===== src/rtl/rtc_pkg.sv =====
package rtc_pkg;

    localparam int WORD_W     = 32;
    localparam int NUM_REGS   = 6;
    localparam int NUM_CHAN   = 2;

    localparam logic [2:0] IDX_TIME  = 3'd0;
    localparam logic [2:0] IDX_DATE  = 3'd1;
    localparam logic [2:0] IDX_ATIME = 3'd2;
    localparam logic [2:0] IDX_ADATE = 3'd3;
    localparam logic [2:0] IDX_CTRL  = 3'd4;
    localparam logic [2:0] IDX_STAT  = 3'd5;

    localparam logic [WORD_W-1:0] TIME_MASK  = 32'h003F_7F7F;
    localparam logic [WORD_W-1:0] DATE_MASK  = 32'hFFFF_1F3F;
    localparam logic [WORD_W-1:0] CTRL_MASK  = 32'h8000_0200;
    localparam logic [WORD_W-1:0] DATE_RESET = 32'h2000_0101;

    localparam int CTRL_EN_BIT  = 31;
    localparam int CTRL_BYP_BIT = 9;
    localparam int ST_FLAG_BIT  = 31;
    localparam int ST_LOST_LO   = 4;

    typedef enum logic {
        XF_IDLE,
        XF_HOLD
    } xfer_state_e;

    // Unpacked calendar fields, each padded to whole BCD bytes
    typedef struct packed {
        logic [15:0] yr;
        logic [7:0]  mon;
        logic [7:0]  day;
        logic [7:0]  hr;
        logic [7:0]  mn;
        logic [7:0]  sc;
    } cal_t;

    // Two-digit BCD step: returns {carry, next value}
    function automatic logic [8:0] bcd2_step(input logic [7:0] v,
                                             input logic [7:0] last,
                                             input logic [7:0] first);
        if (v == last)
            return {1'b1, first};
        else if (v[3:0] == 4'd9)
            return {1'b0, v[7:4] + 4'd1, 4'd0};
        else
            return {1'b0, v[7:4], v[3:0] + 4'd1};
    endfunction

    // Last BCD day of a BCD month, February fixed at 28
    function automatic logic [7:0] month_last_day(input logic [7:0] mon);
        case (mon)
            8'h02:                      return 8'h28;
            8'h04, 8'h06, 8'h09, 8'h11: return 8'h30;
            default:                    return 8'h31;
        endcase
    endfunction

endpackage


===== src/rtl/rtc_calendar_step.sv =====
module rtc_calendar_step
    import rtc_pkg::*;
#(
    parameter int YEAR_DIGITS = 4
) (
    input  cal_t cur,
    output cal_t nxt
);
    localparam int YR_W = 4 * YEAR_DIGITS;

    logic [8:0]      s_step, m_step, h_step, d_step, mo_step;
    logic [YR_W-1:0] yr_next;
    logic            yr_carry;

    always_comb begin
        s_step  = bcd2_step(cur.sc, 8'h59, 8'h00);
        m_step  = s_step[8] ? bcd2_step(cur.mn, 8'h59, 8'h00) : {1'b0, cur.mn};
        h_step  = m_step[8] ? bcd2_step(cur.hr, 8'h23, 8'h00) : {1'b0, cur.hr};
        d_step  = h_step[8] ? bcd2_step(cur.day, month_last_day(cur.mon), 8'h01)
                            : {1'b0, cur.day};
        mo_step = d_step[8] ? bcd2_step(cur.mon, 8'h12, 8'h01) : {1'b0, cur.mon};

        yr_carry = mo_step[8];
        yr_next  = cur.yr[YR_W-1:0];
        for (int i = 0; i < YEAR_DIGITS; i++) begin
            if (yr_carry) begin
                if (yr_next[i*4 +: 4] == 4'd9) begin
                    yr_next[i*4 +: 4] = 4'd0;
                end else begin
                    yr_next[i*4 +: 4] = yr_next[i*4 +: 4] + 4'd1;
                    yr_carry = 1'b0;
                end
            end
        end

        nxt.sc  = s_step[7:0];
        nxt.mn  = m_step[7:0];
        nxt.hr  = h_step[7:0];
        nxt.day = d_step[7:0];
        nxt.mon = mo_step[7:0];
        nxt.yr  = yr_next;
    end
endmodule


===== src/rtl/rtc_write_xfer.sv =====
module rtc_write_xfer
    import rtc_pkg::*;
#(
    parameter int WIDTH        = 32,
    parameter int COMMIT_TICKS = 2
) (
    input  logic             clk,
    input  logic             rst_n,
    input  logic             tick,
    input  logic             wr_req,
    input  logic [WIDTH-1:0] wr_data,
    input  logic             lost_clr,
    output logic             pending,
    output logic             commit,
    output logic             lost,
    output logic [WIDTH-1:0] staged
);
    localparam int CNT_W = (COMMIT_TICKS < 2) ? 1 : $clog2(COMMIT_TICKS);
    localparam logic [CNT_W-1:0] CNT_LAST = CNT_W'(COMMIT_TICKS - 1);

    xfer_state_e      state_q, state_d;
    logic [CNT_W-1:0] cnt_q;
    logic             last_tick;
    logic             drop;

    assign last_tick = tick && (cnt_q == CNT_LAST);

    // State register
    always_ff @(posedge clk or negedge rst_n) begin
        if (!rst_n) state_q <= XF_IDLE;
        else        state_q <= state_d;
    end

    // Next state
    always_comb begin
        state_d = state_q;
        unique case (state_q)
            XF_IDLE: if (wr_req)    state_d = XF_HOLD;
            XF_HOLD: if (last_tick) state_d = XF_IDLE;
            default:                state_d = XF_IDLE;
        endcase
    end

    // Outputs
    always_comb begin
        pending = 1'b0;
        commit  = 1'b0;
        drop    = 1'b0;
        unique case (state_q)
            XF_IDLE: ;
            XF_HOLD: begin
                pending = 1'b1;
                commit  = last_tick;
                drop    = wr_req;
            end
            default: ;
        endcase
    end

    // Staged word and tick counter
    always_ff @(posedge clk or negedge rst_n) begin
        if (!rst_n) begin
            staged <= '0;
            cnt_q  <= '0;
        end else if (state_q == XF_IDLE && wr_req) begin
            staged <= wr_data;
            cnt_q  <= '0;
        end else if (state_q == XF_HOLD && tick && !last_tick) begin
            cnt_q  <= cnt_q + CNT_W'(1);
        end
    end

    // Sticky lost-write flag
    always_ff @(posedge clk or negedge rst_n) begin
        if (!rst_n)        lost <= 1'b0;
        else if (drop)     lost <= 1'b1;
        else if (lost_clr) lost <= 1'b0;
    end
endmodule


===== src/rtl/bcd_rtc.sv =====
module bcd_rtc
    import rtc_pkg::*;
#(
    parameter int ADDR_W       = 5,
    parameter int COMMIT_TICKS = 2
) (
    input  logic              clk,
    input  logic              rst_n,
    input  logic              sec_tick,
    input  logic              osc_ok,
    input  logic [ADDR_W-1:0] bus_addr,
    input  logic              bus_we,
    input  logic [31:0]       bus_wdata,
    output logic [31:0]       bus_rdata,
    output logic              alarm_irq
);
    localparam int IDX_W = ADDR_W - 2;

    logic [IDX_W-1:0] widx;
    logic [2:0]       sel;
    logic             aligned;
    logic [NUM_REGS-1:0] wr_hit;

    logic [WORD_W-1:0] time_q, date_q, alm_t_q, alm_d_q, ctrl_q;
    logic              alarm_flag;

    logic [NUM_CHAN-1:0] pend, lost, commit, ch_wr, ch_lost_clr;
    logic [WORD_W-1:0]   ch_wdata [NUM_CHAN];
    logic [WORD_W-1:0]   ch_staged[NUM_CHAN];

    cal_t              cal_cur, cal_nxt;
    logic [WORD_W-1:0] adv_time, adv_date, new_time, new_date;
    logic              alarm_hit;

    // Address decode
    assign widx    = bus_addr[ADDR_W-1:2];
    assign aligned = (bus_addr[1:0] == 2'b00) && (int'(widx) < NUM_REGS);
    assign sel     = 3'(widx);

    always_comb begin
        for (int i = 0; i < NUM_REGS; i++)
            wr_hit[i] = bus_we && aligned && (sel == 3'(i));
    end

    // Per-channel write transfer (0: time, 1: date)
    assign ch_wr[0]       = wr_hit[IDX_TIME];
    assign ch_wr[1]       = wr_hit[IDX_DATE];
    assign ch_wdata[0]    = bus_wdata & TIME_MASK;
    assign ch_wdata[1]    = bus_wdata & DATE_MASK;

    for (genvar c = 0; c < NUM_CHAN; c++) begin : g_xfer
        assign ch_lost_clr[c] = wr_hit[IDX_STAT] && bus_wdata[ST_LOST_LO + c];

        rtc_write_xfer #(
            .WIDTH        (WORD_W),
            .COMMIT_TICKS (COMMIT_TICKS)
        ) u_xfer (
            .clk      (clk),
            .rst_n    (rst_n),
            .tick     (sec_tick),
            .wr_req   (ch_wr[c]),
            .wr_data  (ch_wdata[c]),
            .lost_clr (ch_lost_clr[c]),
            .pending  (pend[c]),
            .commit   (commit[c]),
            .lost     (lost[c]),
            .staged   (ch_staged[c])
        );
    end

    // Calendar advance
    assign cal_cur = '{
        yr:  date_q[31:16],
        mon: {3'b000, date_q[12:8]},
        day: {2'b00,  date_q[5:0]},
        hr:  {2'b00,  time_q[21:16]},
        mn:  {1'b0,   time_q[14:8]},
        sc:  {1'b0,   time_q[6:0]}
    };

    rtc_calendar_step #(.YEAR_DIGITS(4)) u_step (
        .cur (cal_cur),
        .nxt (cal_nxt)
    );

    assign adv_time = {8'h00, cal_nxt.hr, cal_nxt.mn, cal_nxt.sc} & TIME_MASK;
    assign adv_date = {cal_nxt.yr, cal_nxt.mon, cal_nxt.day} & DATE_MASK;
    assign new_time = commit[0] ? ch_staged[0] : adv_time;
    assign new_date = commit[1] ? ch_staged[1] : adv_date;
    assign alarm_hit = (new_time == alm_t_q) && (new_date == alm_d_q);

    // Timekeeping registers
    always_ff @(posedge clk or negedge rst_n) begin
        if (!rst_n) begin
            time_q <= '0;
            date_q <= DATE_RESET;
        end else if (sec_tick) begin
            time_q <= new_time;
            date_q <= new_date;
        end
    end

    // Alarm and control registers
    always_ff @(posedge clk or negedge rst_n) begin
        if (!rst_n) begin
            alm_t_q <= '0;
            alm_d_q <= '0;
            ctrl_q  <= '0;
        end else begin
            if (wr_hit[IDX_ATIME]) alm_t_q <= bus_wdata & TIME_MASK;
            if (wr_hit[IDX_ADATE]) alm_d_q <= bus_wdata & DATE_MASK;
            if (wr_hit[IDX_CTRL])  ctrl_q  <= bus_wdata & CTRL_MASK;
        end
    end

    // Alarm flag: set on match, write-one clear
    always_ff @(posedge clk or negedge rst_n) begin
        if (!rst_n)
            alarm_flag <= 1'b0;
        else if (sec_tick && alarm_hit)
            alarm_flag <= 1'b1;
        else if (wr_hit[IDX_STAT] && bus_wdata[ST_FLAG_BIT])
            alarm_flag <= 1'b0;
    end

    assign alarm_irq = alarm_flag & ctrl_q[CTRL_EN_BIT];

    // Read mux
    always_comb begin
        bus_rdata = '0;
        if (aligned) begin
            unique case (sel)
                IDX_TIME:  bus_rdata = time_q;
                IDX_DATE:  bus_rdata = ctrl_q[CTRL_BYP_BIT] ? time_q : date_q;
                IDX_ATIME: bus_rdata = alm_t_q;
                IDX_ADATE: bus_rdata = alm_d_q;
                IDX_CTRL:  bus_rdata = ctrl_q;
                IDX_STAT:  bus_rdata = {alarm_flag, 25'd0, lost[1], lost[0],
                                        pend[1], pend[0], 1'b0, ~osc_ok};
                default:   bus_rdata = '0;
            endcase
        end
    end
endmodule


===== config.mk =====
export PLATFORM = sky130hd
export DESIGN_NAME = bcd_rtc
export DESIGN_NICKNAME = d
export VERILOG_FILES = /design/src/rtl/rtc_pkg.sv /design/src/rtl/rtc_calendar_step.sv /design/src/rtl/rtc_write_xfer.sv /design/src/rtl/bcd_rtc.sv
export SDC_FILE = /design/constraint.sdc
export NUM_CORES = 1
export LEC_CHECK = 0
export BUFFER_PORTS_ARGS = -buffer_cell sky130_fd_sc_hd__buf_2
export CAP_MARGIN = 40
export CORE_UTILIZATION = 54
export DETAILED_ROUTE_END_ITERATION = 6
export MAX_ROUTING_LAYER = met4
export PLACE_DENSITY = 0.71
export SLEW_MARGIN = 20
export SYNTH_ARGS = -nofsm -noshare
export SYNTH_HDL_FRONTEND = slang
export SYNTH_SLANG_ARGS = --single-unit

===== constraint.sdc =====
create_clock -name clk -period 5 [get_ports clk]
set_input_delay 1 -clock clk [delete_from_list [all_inputs] [get_ports clk]]
set_output_delay 1 -clock clk [all_outputs]
set_load 0.05 [all_outputs]

After elaboration in Yosys (flattened, before gate mapping). Index checks and enable logic that the tools add are counted.

$add $sub $neg: 16. Multiplexer cells: 56. $lt $le $gt $ge: 1. Bitwise gates (word level): 4. Reductions and logical operators: 31. Equality and inequality tests: 26.

Operators by type and width (count): case mux 32 bit (6 select lines) (1); two-way mux 32 bit (3); two-way mux 9 bit (9); two-way mux 8 bit (5); adder 4 x 1 -> 4 bit, second input constant (9); equality test 4 bit, second input constant (9); equality test 32 bit (1); two-way mux 4 bit (8); two-way mux 1 bit (26); equality test 22 bit (1); two-way mux 22 bit (1); logical AND 1 bit (21); equality test 7 bit, second input constant (2); equality test 5 x 3 -> 1 bit, second input constant (2); equality test 5 bit, second input constant (2); case mux 5 bit (2 select lines) (1); nonzero test 2 bit (5); adder 3 x 1 -> 4 bit, second input constant (2); adder 2 x 1 -> 3 bit, second input constant (2); equality test 3 x 2 -> 1 bit, second input constant (2); equality test 3 bit, second input constant (2); equality test 6 bit (1); equality test 6 bit, second input constant (1); equality test 5 x 2 -> 1 bit, second input constant (1); other kinds (12) (17).

Output and inout bits: 33. Register bits after elaboration: 167. Word-level logic and storage cells: 148. Bits of input ports: 42.

Longest topological paths before layout.
Word-level depth: 16. Mapped depth: 13. Depth with buffers taken out: 11.

Hierarchy. A second synthesis with hierarchy kept.

Cells, all modules: 1018. Area total of the unflattened synthesis: 10990.5 um^2.

By module, submodules not included: bcd_rtc (sequential area each 2856.5 um^2, area each 6363.6 um^2, times used 1, cells each 602); rtc_write_xfer (sequential area each 875.8 um^2, area each 1466.4 um^2, times used 2, cells each 81); rtc_calendar_step (sequential area each 0.0 um^2, area each 1694.1 um^2, times used 1, cells each 254).

Worst setup path after synthesis. No wires, ideal clock.

Kind: input port to output port. From: input bus_addr[3]. To: output bus_rdata[12]. Path buffers: 3. Stages: 7. Data arrival time: 3.006 ns. Setup slack: 0.994 ns. Required time: 4.000 ns. Path through: nor2b_1 -> clkbuf_1 -> nor2b_1 -> clkbuf_1 -> clkbuf_1 -> a22oi_1 -> a21oi_1.

Word-level cells in the longest chain between the ends: 3. Elaborated cells between the ends (all ways): 10. Classes of those cells: 1 x order compare; 5 x eq/ne; 2 x mux; 2 x reduce/logical.

RTL lines: from (decl) (RTL line bcd_rtc.sv:11) `input logic [ADDR_W-1:0] bus_addr,`; equality test 3 bit, or another cell as far along (RTL line bcd_rtc.sv:132) `unique case (sel)`; case mux 32 bit (6 select lines) or logical AND 1 bit (tied branches) (RTL line bcd_rtc.sv:132, bcd_rtc.sv:37); two-way mux 32 bit (*) (RTL line bcd_rtc.sv:131) `if (aligned) begin`; to (decl) (RTL line bcd_rtc.sv:14) `output logic [31:0] bus_rdata,`.

Every way passes the cells marked *; elsewhere a longest branch is shown, timed or not.

Final worst setup path.
From: register time_q[5]. To: register alarm_flag.

Word-level cells in the longest chain between the ends: 15. Elaborated cells between the ends (all ways): 23. Classes of those cells: 1 x add/sub; 3 x eq/ne; 16 x mux; 3 x reduce/logical.

RTL lines: from (decl) (RTL line bcd_rtc.sv:24) `logic [WORD_W-1:0] time_q, date_q, alm_t_q, alm_d_q, ctrl_q;`; from (signal assigned) (RTL line bcd_rtc.sv:98) `time_q <= new_time;`; equality test 7 bit (RTL line rtc_pkg.sv:43) `if (v == last)`; two-way mux 9 bit (*) (RTL line rtc_pkg.sv:43); two-way mux 9 bit (RTL line rtc_calendar_step.sv:17) `m_step = s_step[8] ? bcd2_step(cur.mn, 8'h59, 8'h00) : {1'b0, cur.mn};`; two-way mux 9 bit (RTL line rtc_calendar_step.sv:18) `h_step = m_step[8] ? bcd2_step(cur.hr, 8'h23, 8'h00) : {1'b0, cur.hr};`; two-way mux 9 bit (RTL line rtc_calendar_step.sv:19) `d_step = h_step[8] ? bcd2_step(cur.day, month_last_day(cur.mon), 8'h01)`; two-way mux 9 bit (RTL line rtc_calendar_step.sv:21) `mo_step = d_step[8] ? bcd2_step(cur.mon, 8'h12, 8'h01) : {1'b0, cur.mon};`; two-way mux 1 bit (3 in a row) (RTL line rtc_calendar_step.sv:26) `if (yr_carry) begin`; two-way mux 4 bit (RTL line rtc_calendar_step.sv:26); two-way mux 32 bit (RTL line bcd_rtc.sv:89) `assign new_date = commit[1] ? ch_staged[1] : adv_date;`; equality test 32 bit (RTL line bcd_rtc.sv:90) `assign alarm_hit = (new_time == alm_t_q) && (new_date == alm_d_q);`; logical AND 1 bit (*) (RTL line bcd_rtc.sv:90); logical AND 1 bit (*) (RTL line bcd_rtc.sv:120) `else if (sec_tick && alarm_hit)`; two-way mux 1 bit or nonzero test 2 bit (tied branches); to (signal assigned) (RTL line bcd_rtc.sv:119) `alarm_flag <= 1'b0;`; to (signal assigned) (RTL line bcd_rtc.sv:121) `alarm_flag <= 1'b1;`; to (signal assigned) (RTL line bcd_rtc.sv:123) `alarm_flag <= 1'b0;`; to (decl) (RTL line bcd_rtc.sv:25) `logic alarm_flag;`.

Marked as above. A chain may end at the register's enable or synchronous reset.

==> results.json <==
{
  "worst_pin_slew_ns": 0.8853,
  "post_cts_buffers": 0,
  "core-area_sq_um": 18270,
  "syn_inst": 1135,
  "required_ns": 5.33,
  "final_util_pct": 62.63,
  "insertion_delay_ns": 0.43,
  "ys_seq_area_share_pct": 36.75,
  "syn2layout_area_growth_pct": 11.92,
  "ys_ff_latch": 150,
  "grt_pass1_wl_mm": 50.53,
  "ir_drop_uv": 279.1,
  "drc": 0,
  "place_area_sq_um": 10770,
  "grt_pass1_vias": 8782,
  "fin_ws_ns": 0.7239,
  "p_total_mw": 6.010,
  "critPathCaptureType": "register",
  "drt-total-wl_mm": 32.18,
  "ant_nets": 0,
  "yosys_warnings": 0,
  "grt_usage_pct": 34.79,
  "cp_max_fo": 7,
  "synth_cell_types": 80,
  "fillers": 1570,
  "finish.instance_area_sq_um": 11440,
  "antenna_cells": 0,
  "fmax_ghz": 0.2339,
  "dp.cells": 1373,
  "final_max_slew_viol_count": 0,
  "rsz0062_at_grt": "false",
  "dieArea_sq_um": 19490,
  "drive_gt1_share_pct": 21.84,
  "fp.dieW_um": 139.6,
  "cts_resized": 0,
  "finalHoldViolations": 0,
  "overflow": 0,
  "most-common-layout-cells": "147 x dfrtp_1, 106 x nand2_1, 103 x mux2_2",
  "leakage_nw": 4.917,
  "cts.path.max_buffers": 2,
  "htreeDepth": 4,
  "finalSetupViolCount": 0,
  "cts_tree": "built",
  "grt_max_degree": 77,
  "final_common_cell": "dfrtp_1",
  "dp_hpwl_mm": 22.86,
  "numCtsBuffers": 17,
  "initial_utilization_pct": 55.96,
  "fin_setup_tns_ns": 0,
  "start_kind": "register",
  "synth_edf_count": 0,
  "port_buffers": 70,
  "antenna_found_initial": 0,
  "synthArstFlopShare_pct": 100.0,
  "clock-sinks": 150,
  "ys.flop_type": "dfrtp_1",
  "maxSlewHeadroom_pct": 40.15,
  "routed_via_density": 6.785,
  "worstSetupPathType": "reg -> reg",
  "period_needed_ns": 4.276,
  "core.rowCount": 49,
  "gp_congestion": 0.9725,
  "seq_area_sq_um": 3757,
  "first_iter_violations": 1140,
  "instances_no_fill": 1406,
  "r2r_cells": 12,
  "fp.dieH_um": 139.6,
  "arrival_ns": 4.61,
  "status": "finished, final reports clean",
  "skew_ns": 0.01146,
  "wl_per_cell_um": 22.89,
  "period_share_pct": 85.52,
  "avgSynthCellArea_sq_um": 9.008,
  "hold_buffers": 0,
  "syn-cell-area_sq_um": 10220,
  "pwr_density_cell_nw_per_um2": 525.3,
  "cts_root_buf": "clkbuf_16",
  "path_clk_slew_ns": 0.06,
  "multiInputGateArea_sq_um": 6005,
  "layout.nets": 1219,
  "io-pin-count": 75,
  "via_count": 9540,
  "pre_cts_ws_ns": 0.7494,
  "whs_ns": 0.4198,
  "hp-class": "in -> async",
  "cap_violations": 0,
  "dr.pass1.iters": 6
}
==> where the power goes <==
| group | internal, mW | switching [mW] |
|---|---|---|
| combinational | 1.01 | 1.30 |
| sequential | 1.57 | 0.690 |
| clock | 0.913 | 0.530 |
| total | 3.49 | 2.52 |
==> critical path, stage by stage, from the launching register on <==
cell,delay (ns)
dfrtp_1,0.44
inv_1,0.10
ha_1,0.28
nand2_1,0.22
nor4_2,0.75
nand2_1,0.44
buf_4,0.29
o31ai_1,0.38
a311o_1,0.25
o31ai_1,0.09
nor4_2,0.32
nand4_1,0.23
o41ai_2,0.37
==> sequential cells by signal, summed over array words and instances, names as in the netlist <==
name and cells:
g_xfer.u_xfer.state_q 2, g_xfer.u_xfer.staged 47, g_xfer.u_xfer.lost 2, date_q 27
ctrl_q 2, time_q 20, g_xfer.u_xfer.cnt_q 2, alm_d_q 27
alm_t_q 20, alarm_flag 1
==> cell usage after synthesis (all sizes together) (6+ instances only) <==
cell type	number	area, sq um
nor2b	14	87.58
ha	13	162.7
xor2	29	254.0
nand3	34	170.2
buf	16	88.83
a21oi	56	280.3
a211o	6	52.55
nand2b	9	56.30
mux2	103	1160
inv	33	123.9
xnor2	30	262.8
nor2	76	287.8
dfrtp	147	3679
or4	6	45.04
or3	12	75.07
o21ai	61	305.3
and3	7	43.79
nand2	106	397.9
nor4	18	131.4
mux2i	12	120.1
nand4	14	87.58
o31ai	15	112.6
o2111ai	7	61.31
o41ai	6	60.06
o211ai	6	58.81
nor3	20	100.1
and2	7	43.80
a22oi	46	345.3
clkbuf	75	281.5
a31oi	24	150.1
a22o	24	210.2
o22ai	11	68.82
==> logic make-up after synthesis <==
| kind of cell | after synthesis | synth area share (%) |
|---|---|---|
| simple gates | 357 | 17.83 |
| compound gates | 316 | 21.38 |
| flops | 150 | 36.75 |
| buf+inv | 124 | 4.834 |
| mux | 115 | 12.52 |
| xor+xnor | 59 | 5.054 |
| fa+ha+maj | 13 | 1.591 |
| other cells | 1 | 0.03668 |
==> worst paths after layout <==
path	to	slack, ns	startpoint
setup / recovery	alarm_flag	0.72	time_q[5]
hold / removal	time_q[13]	0.42	rst_n
setup reg to reg	alarm_flag	0.72	time_q[5]
hold reg to reg	g_xfer[0].u_xfer.lost	0.51	g_xfer[0].u_xfer.lost
max in group asynchronous	date_q[0]	3.42	rst_n
min in group clk	g_xfer[0].u_xfer.lost	0.51	g_xfer[0].u_xfer.lost
==> per-layer routing <==
metal	track usage (%)	vias to the layer above	part of all wire (%)
met5	-	-	0
met4	12.09	0	3.2
met3	5.643	71	9.3
met2	51.49	524	45
met1	48.30	4667	43
li1	-	4278	-
==> cell type report <==
cell class / count / area share [%]
tap: 229 / 2.504
multi-input combinational: 862 / 52.48
sequential: 150 / 32.84
inverter: 33 / 1.083
clock inverter: 12 / 1.739
clock buffer: 20 / 3.991
timing repair buffer: 100 / 5.369
Power figures use the tool's default switching activity.
